`src/rtl/nvm_wprot_pkg.sv`:
```
package nvm_wprot_pkg;
  typedef enum logic [1:0] {
    BLK_NONE    = 2'b00,
    BLK_QUARTER = 2'b01,
    BLK_HALF    = 2'b10,
    BLK_ALL     = 2'b11
  } blk_code_e;

  localparam int SR_PEN_BIT = 7;
  localparam int SR_BLK_HI  = 3;
  localparam int SR_BLK_LO  = 2;
  localparam int SR_WEL_BIT = 1;

  function automatic logic [7:0] pack_status(input logic pen, input logic [1:0] blk, input logic wel);
    pack_status = {pen, 3'b000, blk, wel, 1'b0};
  endfunction
endpackage

```
`src/rtl/nvm_wp_sync.sv`:
```
module nvm_wp_sync #(
  parameter int STAGES = 2
) (
  input  logic clk,
  input  logic rst_n,
  input  logic async_in,
  output logic sync_out
);
  logic [STAGES-1:0] chain_q;

  always_ff @(posedge clk or negedge rst_n) begin
    if (!rst_n) chain_q <= '1;
    else        chain_q <= {chain_q[STAGES-2:0], async_in};
  end

  assign sync_out = chain_q[STAGES-1];
endmodule

```
`src/rtl/nvm_status_core.sv`:
```
module nvm_status_core
  import nvm_wprot_pkg::*;
#(
  parameter logic       INIT_PEN = 1'b0,
  parameter logic [1:0] INIT_BLK = 2'b00
) (
  input  logic       clk,
  input  logic       rst_n,
  input  logic       pin_hi,
  input  logic       wel_set,
  input  logic       wel_clr,
  input  logic       wr_stb,
  input  logic [7:0] wr_data,
  input  logic       cmd_end,
  output logic       pen_q,
  output logic [1:0] blk_q,
  output logic       wel_q,
  output logic       grant_q,
  output logic       deny_q
);
  logic hw_lock;
  logic allow;
  logic take;

  assign hw_lock = pen_q && !pin_hi;
  assign allow   = wel_q && !hw_lock;
  assign take    = wr_stb && allow;

  always_ff @(posedge clk or negedge rst_n) begin
    if (!rst_n) begin
      pen_q   <= INIT_PEN;
      blk_q   <= INIT_BLK;
      wel_q   <= 1'b0;
      grant_q <= 1'b0;
      deny_q  <= 1'b0;
    end else begin
      grant_q <= take;
      deny_q  <= wr_stb && !allow;
      if (take) begin
        pen_q <= wr_data[SR_PEN_BIT];
        blk_q <= wr_data[SR_BLK_HI:SR_BLK_LO];
      end
      if (take || wel_clr || cmd_end) wel_q <= 1'b0;
      else if (wel_set)               wel_q <= 1'b1;
    end
  end
endmodule

```
`src/rtl/nvm_mem_gate.sv`:
```
module nvm_mem_gate
  import nvm_wprot_pkg::*;
#(
  parameter int ADDR_W = 14
) (
  input  logic              clk,
  input  logic              rst_n,
  input  logic              wr_stb,
  input  logic [ADDR_W-1:0] wr_addr,
  input  logic              wel,
  input  logic [1:0]        blk,
  output logic              grant_q,
  output logic              deny_q
);
  localparam int TOP = ADDR_W - 1;

  logic [1:0] top2;
  logic       locked;
  blk_code_e  code;

  assign top2 = wr_addr[TOP:TOP-1];
  assign code = blk_code_e'(blk);

  always_comb begin
    unique case (code)
      BLK_NONE:    locked = 1'b0;
      BLK_QUARTER: locked = (top2 == 2'b11);
      BLK_HALF:    locked = top2[1];
      default:     locked = 1'b1;
    endcase
  end

  always_ff @(posedge clk or negedge rst_n) begin
    if (!rst_n) begin
      grant_q <= 1'b0;
      deny_q  <= 1'b0;
    end else begin
      grant_q <= wr_stb && wel && !locked;
      deny_q  <= wr_stb && !(wel && !locked);
    end
  end
endmodule

```
`src/rtl/nvm_wprot_ctrl.sv`:
```
module nvm_wprot_ctrl
  import nvm_wprot_pkg::*;
#(
  parameter int         ADDR_W      = 14,
  parameter int         SYNC_STAGES = 2,
  parameter logic       INIT_PEN    = 1'b0,
  parameter logic [1:0] INIT_BLK    = 2'b00
) (
  input  logic              clk,
  input  logic              rst_n,
  input  logic              wp_pin_n,
  input  logic              wel_set_stb,
  input  logic              wel_clr_stb,
  input  logic              sr_wr_stb,
  input  logic [7:0]        sr_wr_data,
  input  logic              sr_rd_stb,
  input  logic              mem_wr_stb,
  input  logic [ADDR_W-1:0] mem_wr_addr,
  input  logic              cmd_end_stb,
  output logic [7:0]        status_byte,
  output logic              sr_rd_valid,
  output logic [7:0]        sr_rd_data,
  output logic              sr_wr_grant,
  output logic              sr_wr_deny,
  output logic              mem_wr_grant,
  output logic              mem_wr_deny
);
  logic       pin_hi;
  logic       pen;
  logic [1:0] blk;
  logic       wel;

  nvm_wp_sync #(.STAGES(SYNC_STAGES)) u_sync (
    .clk(clk), .rst_n(rst_n), .async_in(wp_pin_n), .sync_out(pin_hi)
  );

  nvm_status_core #(.INIT_PEN(INIT_PEN), .INIT_BLK(INIT_BLK)) u_core (
    .clk(clk), .rst_n(rst_n), .pin_hi(pin_hi),
    .wel_set(wel_set_stb), .wel_clr(wel_clr_stb),
    .wr_stb(sr_wr_stb), .wr_data(sr_wr_data), .cmd_end(cmd_end_stb),
    .pen_q(pen), .blk_q(blk), .wel_q(wel),
    .grant_q(sr_wr_grant), .deny_q(sr_wr_deny)
  );

  nvm_mem_gate #(.ADDR_W(ADDR_W)) u_gate (
    .clk(clk), .rst_n(rst_n), .wr_stb(mem_wr_stb), .wr_addr(mem_wr_addr),
    .wel(wel), .blk(blk), .grant_q(mem_wr_grant), .deny_q(mem_wr_deny)
  );

  assign status_byte = pack_status(pen, blk, wel);

  always_ff @(posedge clk or negedge rst_n) begin
    if (!rst_n) begin
      sr_rd_valid <= 1'b0;
      sr_rd_data  <= 8'h00;
    end else begin
      sr_rd_valid <= sr_rd_stb;
      if (sr_rd_stb) sr_rd_data <= status_byte;
    end
  end
endmodule

```
`config.mk`:
```
export PLATFORM = sky130hd
export DESIGN_NAME = nvm_wprot_ctrl
export DESIGN_NICKNAME = d
export VERILOG_FILES = /design/src/rtl/nvm_wprot_pkg.sv /design/src/rtl/nvm_wp_sync.sv /design/src/rtl/nvm_status_core.sv /design/src/rtl/nvm_mem_gate.sv /design/src/rtl/nvm_wprot_ctrl.sv
export SDC_FILE = /design/constraint.sdc
export NUM_CORES = 1
export LEC_CHECK = 0
export ABC_AREA = 1
export BUFFER_PORTS_ARGS = -buffer_cell sky130_fd_sc_hd__buf_2
export CORE_UTILIZATION = 36
export CTS_BUF_LIST = sky130_fd_sc_hd__clkbuf_8
export CTS_CLUSTER_SIZE = 20
export DETAILED_ROUTE_END_ITERATION = 16
export PLACE_DENSITY_LB_ADDON = 0.3
export SLEW_MARGIN = 15
export SYNTH_ARGS = -nofsm -noshare
export SYNTH_HDL_FRONTEND = slang
export SYNTH_HIERARCHICAL = 1
export SYNTH_SLANG_ARGS = --single-unit
```
`constraint.sdc`:
```
create_clock -name clk -period 1.2 [get_ports clk]
set_clock_uncertainty 0.2 [all_clocks]
set_input_delay 0.18 -clock clk [delete_from_list [all_inputs] [get_ports clk]]
set_output_delay 0.18 -clock clk [all_outputs]
set_load 0.03 [all_outputs]
```
==> impl_metrics.env, run 1 <==
export IMPL_grt_use_met3=0.0480
export IMPL_yosysSeqAreaShare=0.574
export IMPL_place_congestion=0.779
export IMPL_via_per_inst=4.05
export IMPL_synth_area_sq_um=658
export IMPL_cp_required_ns=0.82
export IMPL_critPathSlowestCell="dfrtp_2"
export IMPL_r2r_setup_slack_ns=0.04
export IMPL_drive_above_1_share=0.391
export IMPL_worst_path_max_fanout=2
export IMPL_synth_area_per_cell_sq_um=9.02
export IMPL_hp_class="primary input to register"
export IMPL_synth_largest_area_cell="dfrtp_1"
export IMPL_cts_sinks=15
export IMPL_die_height_um=44.8
export IMPL_wl_mm=1.20
export IMPL_io_pins=52
export IMPL_p_leak_nw=0.572
export IMPL_path_buf_inv=1
export IMPL_critical_path_class="register to output port"
export IMPL_clock_fmax_mhz=841
export IMPL_placed_cells_incl_taps=123
export IMPL_final_nets=147
export IMPL_synth_seq_cells=15
export IMPL_synth_area_leaders="dfrtp_1 49%, nand2_1 14%, buf_4 11%"
export IMPL_drc=0
export IMPL_cp_slowest_stage_delay_ns=0.42
export IMPL_total_power_mw=1.46
export IMPL_period_share=0.991
export IMPL_met1_usage=0.175
export IMPL_area_growth_pct=52.3
export IMPL_min_period_ns=1.19
export IMPL_diodes=0
export IMPL_path_delay_family="flip-flops"
export IMPL_cp_cell_sequence="buf_6"
export IMPL_dp_hpwl_um=788
export IMPL_async_reset_ff_frac=1.00
export IMPL_coreArea_sq_um=1730
export IMPL_synthCells=73
export IMPL_post_drt_wl_per_cell_um=8.56
export IMPL_clk_latency_ns=0.24
export IMPL_grt_overflow_total=0
export IMPL_io_buffer_count=26
export IMPL_drtIter0Drc=8
export IMPL_arrival_ns=0.81
export IMPL_grt_max_degree=16
export IMPL_dr_pass1_iters=4
export IMPL_worstSetupStartpointType="register"
export IMPL_yosys_area_top_type_share=0.494
export IMPL_fin_hold_ws_ns=0.00823
export IMPL_grtUsageTotal=0.146
export IMPL_critPathCaptureType="output port"
export IMPL_grt_busiest_layer="met2"
export IMPL_synth_edf_count=0
export IMPL_h_tree_depth=1
export IMPL_vias=567
export IMPL_status="finished, final reports clean"
export IMPL_antenna_found_initial=0
export IMPL_setup_viol=0
export IMPL_yosysMostFrequentCell="nand2_1"
export IMPL_cts_clk_slew_worst_paths_ns=0.06
export IMPL_grt_setup_unrepaired="yes"
export IMPL_grt_pass1_wl_mm=2.01
export IMPL_utilization=0.580
export IMPL_yosysWarnings=6
export IMPL_cts_root_buffer="clkbuf_8"
export IMPL_cts_tree="yes"
export IMPL_cap_violations=0
export IMPL_synth_common_cells="25 x nand2_1, 13 x dfrtp_1, 10 x buf_4"
export IMPL_drv_slew=0
export IMPL_dieArea_sq_um=2000
export IMPL_start_util=0.381
export IMPL_use_met2=0.218
export IMPL_die_x_um=44.8
export IMPL_ant_nets=0
export IMPL_hold_viol_final=0
export IMPL_grt_pass1_vias=498
export IMPL_floorplan_rows=15
export IMPL_power_density_nw_per_um2=1450
export IMPL_synth_ff_type="dfrtp_1"
export IMPL_final_cells=140
export IMPL_cts_inserted_buffers=3
export IMPL_ir_drop_mv=0.938
export IMPL_yosysUniqueCellTypes=15
export IMPL_cts_path_max_buffers=2
## worst paths after layout
path,end,cells past startpoint,startpoint
min reg2reg,u_sync/chain_q[1]$_DFF_PN1_,0,u_sync/chain_q[0]$_DFF_PN1_
min,u_gate/grant_q$_DFF_PN0_,4,mem_wr_addr[13]
max,status_byte[2],1,u_core/blk_q[0]$_DFFE_PN0P_
max in group asynchronous,u_sync/chain_q[0]$_DFF_PN1_,2,rst_n
min in group asynchronous,u_core/grant_q$_DFF_PN0_,2,rst_n
max reg2reg,u_core/blk_q[1]$_DFFE_PN0P_,5,u_sync/chain_q[1]$_DFF_PN1_
## layer usage
metal | up-vias | wire (um)
li1 | 291 | -
met1 | 245 | 564
met2 | 27 | 518
met3 | 4 | 84
met4 | 0 | 31
met5 | - | 0
## kinds of logic after synthesis
| group | after synthesis | share of synthesized area |
|---|---|---|
| DFF | 15 | 0.574 |
| other | 1 | 0.00570 |
| and+or+nand+nor | 38 | 0.247 |
| AOI/OAI and AO/OA | 2 | 0.0190 |
| buffers and inverters | 17 | 0.154 |
## repair_timing
item,in CTS,in global routing
setup endpoints to repair,4,12
hold buffers,7,0
setup buffers,6,0
resized for setup,8,13
hold endpoints to repair,22,0
pin swaps,0,4
## power breakdown
| group | internal, mW | total, mW | switching, mW |
|---|---|---|---|
| Combinational | 0.195 | 0.467 | 0.273 |
| Clock | 0.226 | 0.387 | 0.161 |
| Sequential | 0.568 | 0.603 | 0.0350 |
| Total | 0.989 | 1.46 | 0.469 |
## cell type report
type | instances | area (sq um)
fillers | 163 | 724
flip-flops and latches | 15 | 380
repair buffers | 41 | 302
well taps | 25 | 31.3
multi-input cells | 48 | 218
inverters | 7 | 26.3
clock buffers | 3 | 41.3
clock inverters | 1 | 3.75
## layout by cell type, fill, tap and decap left out
cell type,count
a21boi_1,1
a21oi_1,1
buf_2,20
buf_4,7
buf_6,7
clkbuf_8,3
conb_1,8
dfrtp_1,11
dfrtp_2,2
dfstp_2,2
dlygate4sd3_1,7
inv_1,6
inv_2,2
nand2_1,25
nand2_4,1
nand3_1,1
nand3_4,1
nand4_1,3
nor2_1,6
or2_1,1
## through the flow
step	setup TNS, ns	setup WS, ns	cell area, sq um
floorplan	0	0.0656	684
global placement	0	0.0347	786
detailed placement	0	0.0411	786
CTS	-0.00135	-0.00135	966
global route	-0.0544	-0.0189	1000
finish	0	0.0111	1000
## state kept, by name, summed over array words and instances, names as in the netlist
signal and cells:
sr_rd_data 4, u_core/pen_q 1, u_sync/chain_q 2, u_core/blk_q 2, u_core/wel_q 1, u_gate/deny_q 1, u_core/deny_q 1, sr_rd_valid 1
u_gate/grant_q 1, u_core/grant_q 1
Power figures use the tool's default switching activity.
==> run 2: changes to the inputs <==
CORE_UTILIZATION = 39   (was 36)
clock period = 1.1 ns   (was 1.2 ns; I/O delays follow)
==> run 2 against run 1 <==
The flow now finishes with violations (setup timing). Register-to-register slack got worse by 0.14 ns. Cell count is 5.7% lower. Largest cell class is now non-clock buffers. Critical path depth increased by 4. Clock-buffer cell count unchanged. Power rose by 13%. Wire length is 18% higher. Clock power up 6.2%. Sequential power rose by 13%. Combinational power increased by 18%.
==> impl_metrics.env, run 2 (same netlist as run 1, synthesis figures left out) <==
export IMPL_r2r_end="u_core/blk_q[0]$_DFFE_PN0P_"
export IMPL_floorplan_rows=14
export IMPL_worstSetupStartpointType="register"
export IMPL_grt_setup_unrepaired="yes"
export IMPL_arrival_ns=1.17
export IMPL_wl_mm=1.41
export IMPL_area_growth_pct=67.5
export IMPL_switching_share=0.321
export IMPL_hp_class="primary input to register"
export IMPL_reg_top3="sr_rd_data (4), u_core/blk_q (2), u_sync/chain_q (2)"
export IMPL_fin_area_sq_um=1100
export IMPL_grt_pass1_vias=506
export IMPL_violations="setup timing"
export IMPL_placed_area_sq_um=785
export IMPL_place_congestion=0.687
export IMPL_setup_viol=20
export IMPL_cap_violations=0
export IMPL_ir_drop_mv=1.14
export IMPL_p_int_mw=1.11
export IMPL_dp_hpwl_um=818
export IMPL_r2r_start="u_sync/chain_q[1]$_DFF_PN1_"
export IMPL_cp_required_ns=1.07
export IMPL_drive_above_1_share=0.474
export IMPL_die_x_um=43.1
export IMPL_critPathCaptureType="register"
export IMPL_coreArea_sq_um=1540
export IMPL_p_sw_uw=528
export IMPL_start_util=0.427
export IMPL_dieArea_sq_um=1860
export IMPL_clk_latency_ns=0.24
export IMPL_grt_max_degree=16
export IMPL_hold_viol_final=0
export IMPL_dr_pass1_iters=4
export IMPL_cts_tree="yes"
export IMPL_crit_end="u_core/blk_q[0]$_DFFE_PN0P_"
export IMPL_cts_sinks=15
export IMPL_clock_fmax_mhz=831
export IMPL_combinationalPowerShare=0.335
export IMPL_final_nets=148
export IMPL_cts_path_max_buffers=2
export IMPL_drtIter0Drc=12
export IMPL_fillers=120
export IMPL_cts_root_buffer="clkbuf_8"
export IMPL_total_power_mw=1.64
export IMPL_period_share=1.09
export IMPL_grt_overflow_total=0
export IMPL_seqPwrFrac=0.414
export IMPL_crit_start="u_sync/chain_q[1]$_DFF_PN1_"
export IMPL_io_pins=52
export IMPL_worst_path_max_fanout=4
export IMPL_via_per_inst=4.33
export IMPL_fin_hold_ws_ns=0.00214
export IMPL_status="complete, but fails checks"
export IMPL_power_density_nw_per_um2=1490
export IMPL_final_common_cell="nand2_1"
export IMPL_r2r_setup_slack_ns=-0.10
export IMPL_grtUsageTotal=0.164
export IMPL_regMostFlops="sr_rd_data"
export IMPL_grt_pass1_wl_mm=2.20
export IMPL_die_height_um=43.1
export IMPL_cts_clk_slew_worst_paths_ns=0.06
export IMPL_min_period_ns=1.20
export IMPL_ant_nets=0
export IMPL_diodes=0
export IMPL_multi_input_area_sq_um=240
export IMPL_post_drt_wl_per_cell_um=10.7
export IMPL_fin_setup_tns_ns=-0.862
export IMPL_vias=572
export IMPL_p_leak_nw=0.608
export IMPL_setup_ws_ns=-0.103
export IMPL_h_tree_depth=1
export IMPL_cts_inserted_buffers=3
export IMPL_drc=0
export IMPL_antenna_found_initial=0
export IMPL_layout_common_cells="23 x nand2_1, 18 x buf_6, 13 x buf_2"
export IMPL_pwr_share_clk=0.251
export IMPL_critical_path_class="register to register"
export IMPL_largest_reg_flops=4
export IMPL_io_buffer_count=26
export IMPL_regArea_sq_um=383
export IMPL_r2r_cells=5
export IMPL_drv_slew=0
[run 2: changes by cell type in the layout (fill, tap and decap cells not counted), moves of 2 or more]
cell | before | now
buf_2 | 20 | 13
buf_4 | 7 | 2
buf_6 | 7 | 18
dfrtp_1 | 11 | 9
dfrtp_2 | 2 | 4
dlymetal6s4s_1 | 0 | 2
inv_1 | 6 | 4
inv_2 | 2 | 4
nand2_1 | 25 | 23
nand2_2 | 0 | 2
nor2_1 | 6 | 4
[run 2: area by class of cell]
type,instances,share of cell area
timing repair buffer,42,0.352
sequential,15,0.347
multi-input combinational,48,0.218
clock buffer,3,0.0375
inverter,7,0.0238
tap,16,0.0182
clock inverter,1,0.00341
[run 2: how the worst min path moves through the flow]
stage / startpoint / to / depth (start not counted)
after floorplan: rst_n / sr_rd_data[1]$_DFFE_PN0P_ / 0
after global placement: rst_n / sr_rd_data[7]$_DFFE_PN0P_ / 1
after detailed placement: rst_n / sr_rd_data[7]$_DFFE_PN0P_ / 1
after CTS: sr_rd_stb / sr_rd_data[1]$_DFFE_PN0P_ / 3
after global routing: sr_rd_stb / sr_rd_data[1]$_DFFE_PN0P_ / 3
final: sr_rd_stb / sr_rd_data[1]$_DFFE_PN0P_ / 3
[run 2: stage by stage]
step / util / setup slack (ns) / std cells
floorplan: - / -0.0308 / 80
global placement: 0.509 / -0.0612 / 115
detailed placement: 0.509 / -0.0831 / 115
CTS: 0.685 / -0.0897 / 131
global route: 0.715 / -0.148 / 132
finish: 0.715 / -0.103 / 132
[run 2: worst max-delay path: stages (launching register included)]
cell     delay, ns
dfstp_2       0.53
inv_2         0.05
nand2_4       0.07
buf_6         0.11
nand4_1       0.10
nand2_1       0.09
[run 2: what timing repair did]
item,in CTS,in global routing
pin swaps,2,7
resized for setup,35,13
endpoints found under the setup margin,18,22
endpoints found under the hold margin,21,0
hold buffers,8,0
buffers inserted,4,1
[run 2: routing by layer]
layer  vias up  part of all wire  GRT usage
met5         -                 0          0
met4         0            0.0057     0.0545
met3         2             0.050     0.0383
met1       254              0.40      0.189
li1        290                 -          -
met2        26              0.55      0.293
[run 2: power by group through the flow]
stage	logic [mW]	clock network (mW)	registers [mW]
final	0.550	0.411	0.681
after global routing	0.585	0.452	0.686
after CTS	0.522	0.426	0.673
after detailed placement	0.363	0	0.681
after global placement	0.356	0	0.681
after floorplan	0.172	0	0.779
